File: src/rtl/ipush_pkg.sv
package ipush_pkg;
    localparam int NUM_THREADS = 3;
    localparam int NUM_CORES   = 5;
    localparam int FIFO_DEPTH  = 32;
    localparam int DATA_W      = 32;
    localparam int ADDR_W      = 32;
    localparam int CORE_W      = 3;
    localparam int WIN_SHIFT   = 16;
    localparam int TID_W       = $clog2(NUM_THREADS);
    localparam int OCC_W       = $clog2(FIFO_DEPTH + 1);
    localparam int WIN_IDX_W   = ADDR_W - WIN_SHIFT;

    localparam logic [ADDR_W-1:0] WIN_BASE  = 32'hFFE4_0000;
    localparam logic [CORE_W-1:0] CORE_CTRL = 3'd0;
    localparam logic [CORE_W-1:0] CORE_CMP0 = 3'd2;

    typedef enum logic [1:0] {
        ST_PUSH    = 2'd0,
        ST_HANG    = 2'd1,
        ST_ILLEGAL = 2'd2,
        ST_MISS    = 2'd3
    } st_kind_e;

    typedef struct packed {
        st_kind_e         kind;
        logic [TID_W-1:0] thread;
    } route_t;

    function automatic route_t route_store(input logic [CORE_W-1:0] core,
                                           input logic [ADDR_W-1:0] addr);
        route_t r;
        logic [ADDR_W-1:0]    offs;
        logic [WIN_IDX_W-1:0] win;
        logic                 in_win;
        offs   = addr - WIN_BASE;
        win    = offs[ADDR_W-1:WIN_SHIFT];
        in_win = (addr >= WIN_BASE) && (win < WIN_IDX_W'(NUM_THREADS));
        r.thread = '0;
        if (!in_win) begin
            r.kind = ST_MISS;
        end else if (core == CORE_CTRL) begin
            r.kind   = ST_PUSH;
            r.thread = win[TID_W-1:0];
        end else if (core >= CORE_CMP0 &&
                     core < CORE_CMP0 + CORE_W'(NUM_THREADS)) begin
            if (win == '0) begin
                r.kind   = ST_PUSH;
                r.thread = TID_W'(core - CORE_CMP0);
            end else begin
                r.kind = ST_HANG;
            end
        end else begin
            r.kind = ST_ILLEGAL;
        end
        return r;
    endfunction
endpackage

File: src/rtl/ipush_decode.sv
module ipush_decode
    import ipush_pkg::*;
(
    input  logic                   st_valid,
    input  logic [CORE_W-1:0]      st_core,
    input  logic [ADDR_W-1:0]      st_addr,
    output route_t                 route,
    output logic [NUM_THREADS-1:0] push_req
);
    always_comb begin
        route = route_store(st_core, st_addr);
        for (int t = 0; t < NUM_THREADS; t++) begin
            push_req[t] = st_valid && (route.kind == ST_PUSH) &&
                          (route.thread == TID_W'(t));
        end
    end
endmodule

File: src/rtl/ipush_fifo.sv
module ipush_fifo
    import ipush_pkg::*;
#(
    parameter int DEPTH = FIFO_DEPTH,
    parameter int DW    = DATA_W
) (
    input  logic                         clk,
    input  logic                         rst,
    input  logic                         push_en,
    input  logic [DW-1:0]                push_data,
    input  logic                         pop_ready,
    output logic                         pop_valid,
    output logic [DW-1:0]                pop_data,
    output logic                         can_push,
    output logic [$clog2(DEPTH+1)-1:0]   occ
);
    localparam int PTR_W = $clog2(DEPTH);
    localparam int CNT_W = $clog2(DEPTH + 1);

    logic [DW-1:0]    mem [DEPTH];
    logic [PTR_W-1:0] wr_ptr, rd_ptr;
    logic [CNT_W-1:0] count;
    logic             full, pop_fire;

    assign full      = (count == CNT_W'(DEPTH));
    assign pop_valid = (count != '0);
    assign pop_fire  = pop_valid && pop_ready;
    assign can_push  = !full || pop_fire;
    assign pop_data  = mem[rd_ptr];
    assign occ       = count;

    always_ff @(posedge clk) begin
        if (push_en) mem[wr_ptr] <= push_data;
    end

    always_ff @(posedge clk) begin
        if (rst) begin
            wr_ptr <= '0;
            rd_ptr <= '0;
            count  <= '0;
        end else begin
            if (push_en)
                wr_ptr <= (wr_ptr == PTR_W'(DEPTH - 1)) ? '0 : wr_ptr + 1'b1;
            if (pop_fire)
                rd_ptr <= (rd_ptr == PTR_W'(DEPTH - 1)) ? '0 : rd_ptr + 1'b1;
            case ({push_en, pop_fire})
                2'b10:   count <= count + 1'b1;
                2'b01:   count <= count - 1'b1;
                default: count <= count;
            endcase
        end
    end

    // occupancy never exceeds the depth
    a_r6_no_overflow: assert property (@(posedge clk) disable iff (rst)
        count <= CNT_W'(DEPTH));
    // a push into a full queue only when the same cycle pops
    a_r6_full_push_needs_pop: assert property (@(posedge clk) disable iff (rst)
        (push_en && count == CNT_W'(DEPTH)) |-> pop_ready);
    // simultaneous push and pop on a full queue keeps it full
    a_r7_full_swap: assert property (@(posedge clk) disable iff (rst)
        (push_en && pop_ready && count == CNT_W'(DEPTH)) |=> count == CNT_W'(DEPTH));
endmodule

File: src/rtl/ipush_guard.sv
module ipush_guard
    import ipush_pkg::*;
(
    input  logic                 clk,
    input  logic                 rst,
    input  logic                 st_valid,
    input  logic [CORE_W-1:0]    st_core,
    input  route_t               route,
    output logic [NUM_CORES-1:0] hang_status,
    output logic                 blocked,
    output logic                 err_pulse
);
    logic [NUM_CORES-1:0] hang_q;
    logic                 err_q;
    logic                 live;

    assign live        = st_valid && !blocked;
    assign blocked     = |hang_q;
    assign hang_status = hang_q;
    assign err_pulse   = err_q;

    always_ff @(posedge clk) begin
        if (rst) begin
            hang_q <= '0;
            err_q  <= 1'b0;
        end else begin
            err_q <= live && (route.kind == ST_ILLEGAL);
            for (int c = 0; c < NUM_CORES; c++) begin
                if (live && route.kind == ST_HANG && st_core == CORE_W'(c))
                    hang_q[c] <= 1'b1;
            end
        end
    end

    generate
        for (genvar c = 0; c < NUM_CORES; c++) begin : g_sticky
            // a hang flag, once set, stays set
            a_r4_hang_sticky: assert property (@(posedge clk) disable iff (rst)
                hang_q[c] |=> hang_q[c]);
        end
    endgenerate
endmodule

File: src/rtl/instr_push_hub.sv
module instr_push_hub
    import ipush_pkg::*;
(
    input  logic                             clk,
    input  logic                             rst,
    input  logic                             st_valid,
    input  logic [CORE_W-1:0]                st_core,
    input  logic [ADDR_W-1:0]                st_addr,
    input  logic [DATA_W-1:0]                st_data,
    output logic                             st_ready,
    input  logic [NUM_THREADS-1:0]           pop_ready,
    output logic [NUM_THREADS-1:0]           pop_valid,
    output logic [NUM_THREADS*DATA_W-1:0]    pop_data,
    output logic [NUM_THREADS*OCC_W-1:0]     occupancy,
    output logic [NUM_CORES-1:0]             hang_status,
    output logic                             err_pulse
);
    route_t                 route;
    logic [NUM_THREADS-1:0] push_req, push_en, can_push;
    logic                   blocked;

    ipush_decode u_decode (
        .st_valid (st_valid),
        .st_core  (st_core),
        .st_addr  (st_addr),
        .route    (route),
        .push_req (push_req)
    );

    ipush_guard u_guard (
        .clk         (clk),
        .rst         (rst),
        .st_valid    (st_valid),
        .st_core     (st_core),
        .route       (route),
        .hang_status (hang_status),
        .blocked     (blocked),
        .err_pulse   (err_pulse)
    );

    always_comb begin
        if (blocked) begin
            st_ready = 1'b0;
        end else begin
            case (route.kind)
                ST_PUSH: st_ready = can_push[route.thread];
                ST_HANG: st_ready = 1'b0;
                default: st_ready = 1'b1;
            endcase
        end
    end

    assign push_en = push_req & {NUM_THREADS{st_ready}};

    generate
        for (genvar t = 0; t < NUM_THREADS; t++) begin : g_thread
            ipush_fifo #(.DEPTH(FIFO_DEPTH), .DW(DATA_W)) u_fifo (
                .clk       (clk),
                .rst       (rst),
                .push_en   (push_en[t]),
                .push_data (st_data),
                .pop_ready (pop_ready[t]),
                .pop_valid (pop_valid[t]),
                .pop_data  (pop_data[t*DATA_W +: DATA_W]),
                .can_push  (can_push[t]),
                .occ       (occupancy[t*OCC_W +: OCC_W])
            );

            // pop_valid follows a non-zero occupancy
            a_r8_valid_tracks_occ: assert property (@(posedge clk) disable iff (rst)
                pop_valid[t] == (occupancy[t*OCC_W +: OCC_W] != '0));
            // a store routed to a full, idle queue is stalled
            a_r6_stall_when_full: assert property (@(posedge clk) disable iff (rst)
                (push_req[t] && occupancy[t*OCC_W +: OCC_W] == OCC_W'(FIFO_DEPTH)
                 && !pop_ready[t]) |-> !st_ready);
        end
    endgenerate

    // any hang flag blocks the store port
    a_r4_hang_blocks: assert property (@(posedge clk) disable iff (rst)
        (|hang_status) |-> !st_ready);
    // an accepted forbidden store raises the error flag next cycle
    a_r5_err_follows: assert property (@(posedge clk) disable iff (rst)
        (st_valid && st_ready && route.kind == ST_ILLEGAL) |=> err_pulse);
    // a hanging store never completes
    a_r4_hang_never_ready: assert property (@(posedge clk) disable iff (rst)
        (st_valid && route.kind == ST_HANG) |-> !st_ready);
endmodule

File: config.mk
export PLATFORM = sky130hd
export DESIGN_NAME = instr_push_hub
export DESIGN_NICKNAME = d
export VERILOG_FILES = /design/src/rtl/ipush_pkg.sv /design/src/rtl/ipush_decode.sv /design/src/rtl/ipush_fifo.sv /design/src/rtl/ipush_guard.sv /design/src/rtl/instr_push_hub.sv
export SDC_FILE = /design/constraint.sdc
export NUM_CORES = 2
export LEC_CHECK = 0
export BUFFER_PORTS_ARGS = -buffer_cell sky130_fd_sc_hd__buf_2
export CORE_ASPECT_RATIO = 0.6
export CORE_UTILIZATION = 62
export CTS_BUF_LIST = sky130_fd_sc_hd__clkbuf_16
export CTS_CLUSTER_DIAMETER = 100
export DETAILED_ROUTE_END_ITERATION = 7
export PLACE_DENSITY_LB_ADDON = 0.08
export SKIP_CTS_REPAIR_TIMING = 1
export SLEW_MARGIN = 15
export SYNTH_ARGS = -nofsm -noshare
export SYNTH_HDL_FRONTEND = slang
export SYNTH_SLANG_ARGS = --single-unit
File: constraint.sdc
create_clock -name clk -period 5.9 [get_ports clk]
set_input_delay 1.18 -clock clk [delete_from_list [all_inputs] [get_ports clk]]
set_output_delay 1.18 -clock clk [all_outputs]
set_load 0.02 [all_outputs]
==> flow_metrics.tcl <==
set metrics [dict create \
    coreArea_um2 192000 \
    met3_usage_pct 7.40 \
    critPathTopFamily "multiplexers" \
    initial_core_util_pct 62.8 \
    vias_per_cell 6.82 \
    syn_inst 4934 \
    setup_viol 0 \
    drive_above_1_share_pct 35.1 \
    ant_nets 0 \
    drv_slew 0 \
    syn_avg_cell_area_um2 24.4 \
    worst-path-buf-inv 2 \
    synth_enable_flop_cells 3072 \
    grt_use_met2_pct 37.3 \
    rsz0062_at_grt "false" \
    area_delta_synth_final_pct 11.7 \
    antenna_found_initial 11 \
    total_power_w 0.0422 \
    status "finished, final reports clean" \
    grt_use_total_pct 28.8 \
    crit_chain "buf_12 > mux4_2 > mux4_2 > mux2_2 > buf_2" \
    syn_nets 5037 \
    ys_types 62 \
    final.fill_count 11200 \
    maxCapViolCount 0 \
    fmax_ghz 0.196 \
    p_per_area_nw_per_um2 314 \
    cp_common_cell "mux4_2" \
    slowest_stage "dfxtp_4" \
    async_flop_share_pct 0 \
    grt-ovfl-total 0 \
    yosysSeqAreaShare_pct 77.9 \
    netlist_area_um2 120000 \
    clk_pin_slew_ns 0.06 \
    final-hold-violation-count 0 \
    worstPathArrival_ns 3.92 \
    boundaryPins 197 \
    worstSkewPairLatency_ns 0.85 \
    rows 124 \
    crit_path_start_kind "flip-flop" \
    relSlewSlack_pct 18.0 \
    use_met1_pct 49.7 \
    htree_levels 5 \
    cp_max_fo 57 \
    post-route-drc-count 0 \
    power_leakage_nw 40.8 \
    final_core_util_pct 70.1 \
    clock_path_buffers 4 \
    die_w_um 571 \
    routed_wl_um 275000 \
    skew_ns 0.0413 \
    crit_path_end_kind "primary output" \
    fin_nets 5448 \
    drtIter0Drc 8590 \
    fin_setup_tns_ns 0 \
    die-area_um2 196000 \
    ys.flop_type "edfxtp_1" \
    grt.busiest_layer "met1" \
    period_share_pct 86.5 \
    tritoncts "yes" \
    ir_worst_vdd_v 0.000224 \
    die_h_um 343 \
    worstSetupPathType "reg -> out" \
    period_minus_slack_ns 5.10 \
    dr.pass1.iters 5 \
    ys_ff_latch 3141 \
    place_congestion 0.786 \
    hold_path.class "reg -> reg" \
    critPathRequiredTime_ns 4.72 \
    numClockSinks 3141 \
    grt_pass1_vias 54800 \
    post-dp-hpwl_um 163000 \
    grt_max_degree 97 \
    worstMarginPinSlew_ns 1.23 \
    io_buffers 180 \
    slowest_delay_ns 0.74 \
    grt_first_pass_wirelength_um 396000 \
    dr_total_vias 55500 \
    numCtsBuffers 281 \
    ys_warn_count 0 \
    post_drt_wl_per_cell_um 33.9 \
    root_buffer "clkbuf_16" \
]
layout make-up:
cell class / instances / area, µm² / area share, %
diodes: 2 / 5.00 / 0.00373
clock buffers: 289 / 7230 / 5.38
clock inverters: 197 / 1350 / 1.00
inverters: 14 / 55.1 / 0.0410
multi-input cells: 1516 / 26100 / 19.4
flip-flops and latches: 3141 / 93700 / 69.7
well taps: 2583 / 3230 / 2.41
repair buffers: 391 / 2730 / 2.03
per-layer routing:
metal  part of all wire [%]  vias up  wire [µm]
met5                      0        -          0
met4                    1.7        0       4660
met3                     13      324      34400
met2                     42     3175     114000
met1                     44    29800     122000
li1                       -    22200          -
cells in the mapped netlist (5+ instances only):
| library cell | instances | share of area [%] |
|---|---|---|
| a21oi_1 | 45 | 0.19 |
| a31oi_1 | 11 | 0.057 |
| and3_1 | 41 | 0.21 |
| buf_1 | 93 | 0.29 |
| buf_2 | 8 | 0.033 |
| clkbuf_1 | 157 | 0.49 |
| dfxtp_1 | 69 | 1.1 |
| edfxtp_1 | 3072 | 77 |
| ha_1 | 30 | 0.31 |
| inv_1 | 11 | 0.034 |
| mux2_2 | 96 | 0.90 |
| mux2i_1 | 5 | 0.042 |
| mux4_2 | 960 | 18 |
| nand2_1 | 43 | 0.13 |
| nand2b_1 | 6 | 0.031 |
| nand3_1 | 10 | 0.042 |
| nand3b_1 | 14 | 0.087 |
| nor2_1 | 106 | 0.33 |
| nor2b_1 | 7 | 0.036 |
| nor3_1 | 6 | 0.025 |
| nor3b_1 | 9 | 0.056 |
| o21ai_0 | 22 | 0.092 |
| or3_1 | 14 | 0.073 |
| or3b_2 | 6 | 0.044 |
| or4_1 | 8 | 0.050 |
| or4b_2 | 5 | 0.042 |
| xnor2_1 | 7 | 0.051 |
| xor2_1 | 12 | 0.087 |
sequential cells by signal, summed over array words and instances (netlist names), named ones only:
name                    count
g_thread.u_fifo.occ        18
u_guard.hang_status         5
g_thread.u_fifo.wr_ptr     15
g_thread.u_fifo.mem      3072
u_guard.err_pulse           1
g_thread.u_fifo.rd_ptr     15
path summary, 6_finish.rpt:
check / start / slack (ns) / endpoint / cells past startpoint
setup / recovery: flip-flop / 0.80 / pop_data[19] / 5
hold / removal: u_guard.hang_status[0]$_SDFFE_PP0P_ / 0.49 / u_guard.hang_status[0]$_SDFFE_PP0P_ / 1
setup reg to reg: g_thread[0].u_fifo.occ[1]$_SDFFE_PP0P_ / 1.63 / g_thread[1].u_fifo.occ[5]$_SDFFE_PP0P_ / 13
hold reg to reg: u_guard.hang_status[0]$_SDFFE_PP0P_ / 0.49 / u_guard.hang_status[0]$_SDFFE_PP0P_ / 1
cell families (layout without fill, tap and decap cells):
group | count (synthesis) | in the layout | share of synthesized area, %
flip-flops | 3141 | 3141 | 77.9
multiplexers | 1061 | 1061 | 18.9
AND/OR/NAND/NOR | 304 | 304 | 1.38
buffers and inverters | 277 | 891 | 0.894
AO/OA/AOI/OAI | 102 | 102 | 0.491
adder cells (fa/ha/maj) | 30 | 30 | 0.312
XOR/XNOR | 19 | 19 | 0.138
other | 0 | 2 | 0
per-stage QoR:
stage / hold slack (ns) / std cells / setup slack, ns / instance area (µm²)
after floorplan: 0.455 / 4934 / 1.43 / 120000
after global placement: 0.457 / 7645 / 0.890 / 126000
after detailed placement: 0.475 / 7645 / 0.868 / 126000
after CTS: 0.485 / 8131 / 0.710 / 134000
after global routing: 0.505 / 8131 / 0.635 / 134000
final: 0.485 / 8133 / 0.799 / 134000
power breakdown:
part	internal, W	switching (W)	total [W]
combinational	0.0000338	0.000369	0.000403
sequential	0.0245	0.00000269	0.0245
clock	0.00959	0.00777	0.0174
total	0.0341	0.00814	0.0422
cells in the final DEF (no fill, tap or decap), types with 10 or more instances in the layout:
| master | count |
|---|---|
| edfxtp_1 | 3072 |
| mux4_2 | 960 |
| clkbuf_16 | 289 |
| buf_4 | 193 |
| buf_2 | 179 |
| mux2_2 | 96 |
| inv_1 | 76 |
| nor2_4 | 64 |
| clkinv_1 | 55 |
| dfxtp_1 | 54 |
| a21oi_1 | 45 |
| nand2_1 | 43 |
| nor2_1 | 42 |
| clkinv_2 | 41 |
| and3_2 | 32 |
| ha_1 | 30 |
| o21ai_0 | 22 |
| buf_12 | 19 |
| bufinv_16 | 16 |
| nand3b_1 | 14 |
| or3_1 | 14 |
| xor2_1 | 12 |
| dfxtp_4 | 12 |
| a31oi_1 | 11 |
| nand3_1 | 10 |
worst register-to-register path, cell delays in order (launching register included):
cell,delay [ns]
dfxtp_1,0.38
or3_1,0.43
nor4_1,0.35
a211o_1,0.22
or3b_1,0.39
and3_1,0.30
inv_4,0.13
ha_1,0.47
o22ai_1,0.13
a22o_1,0.24
or4b_2,0.63
a31oi_1,0.23
xnor2_1,0.14
nor2_1,0.05
(Power assumes the default switching activity.)
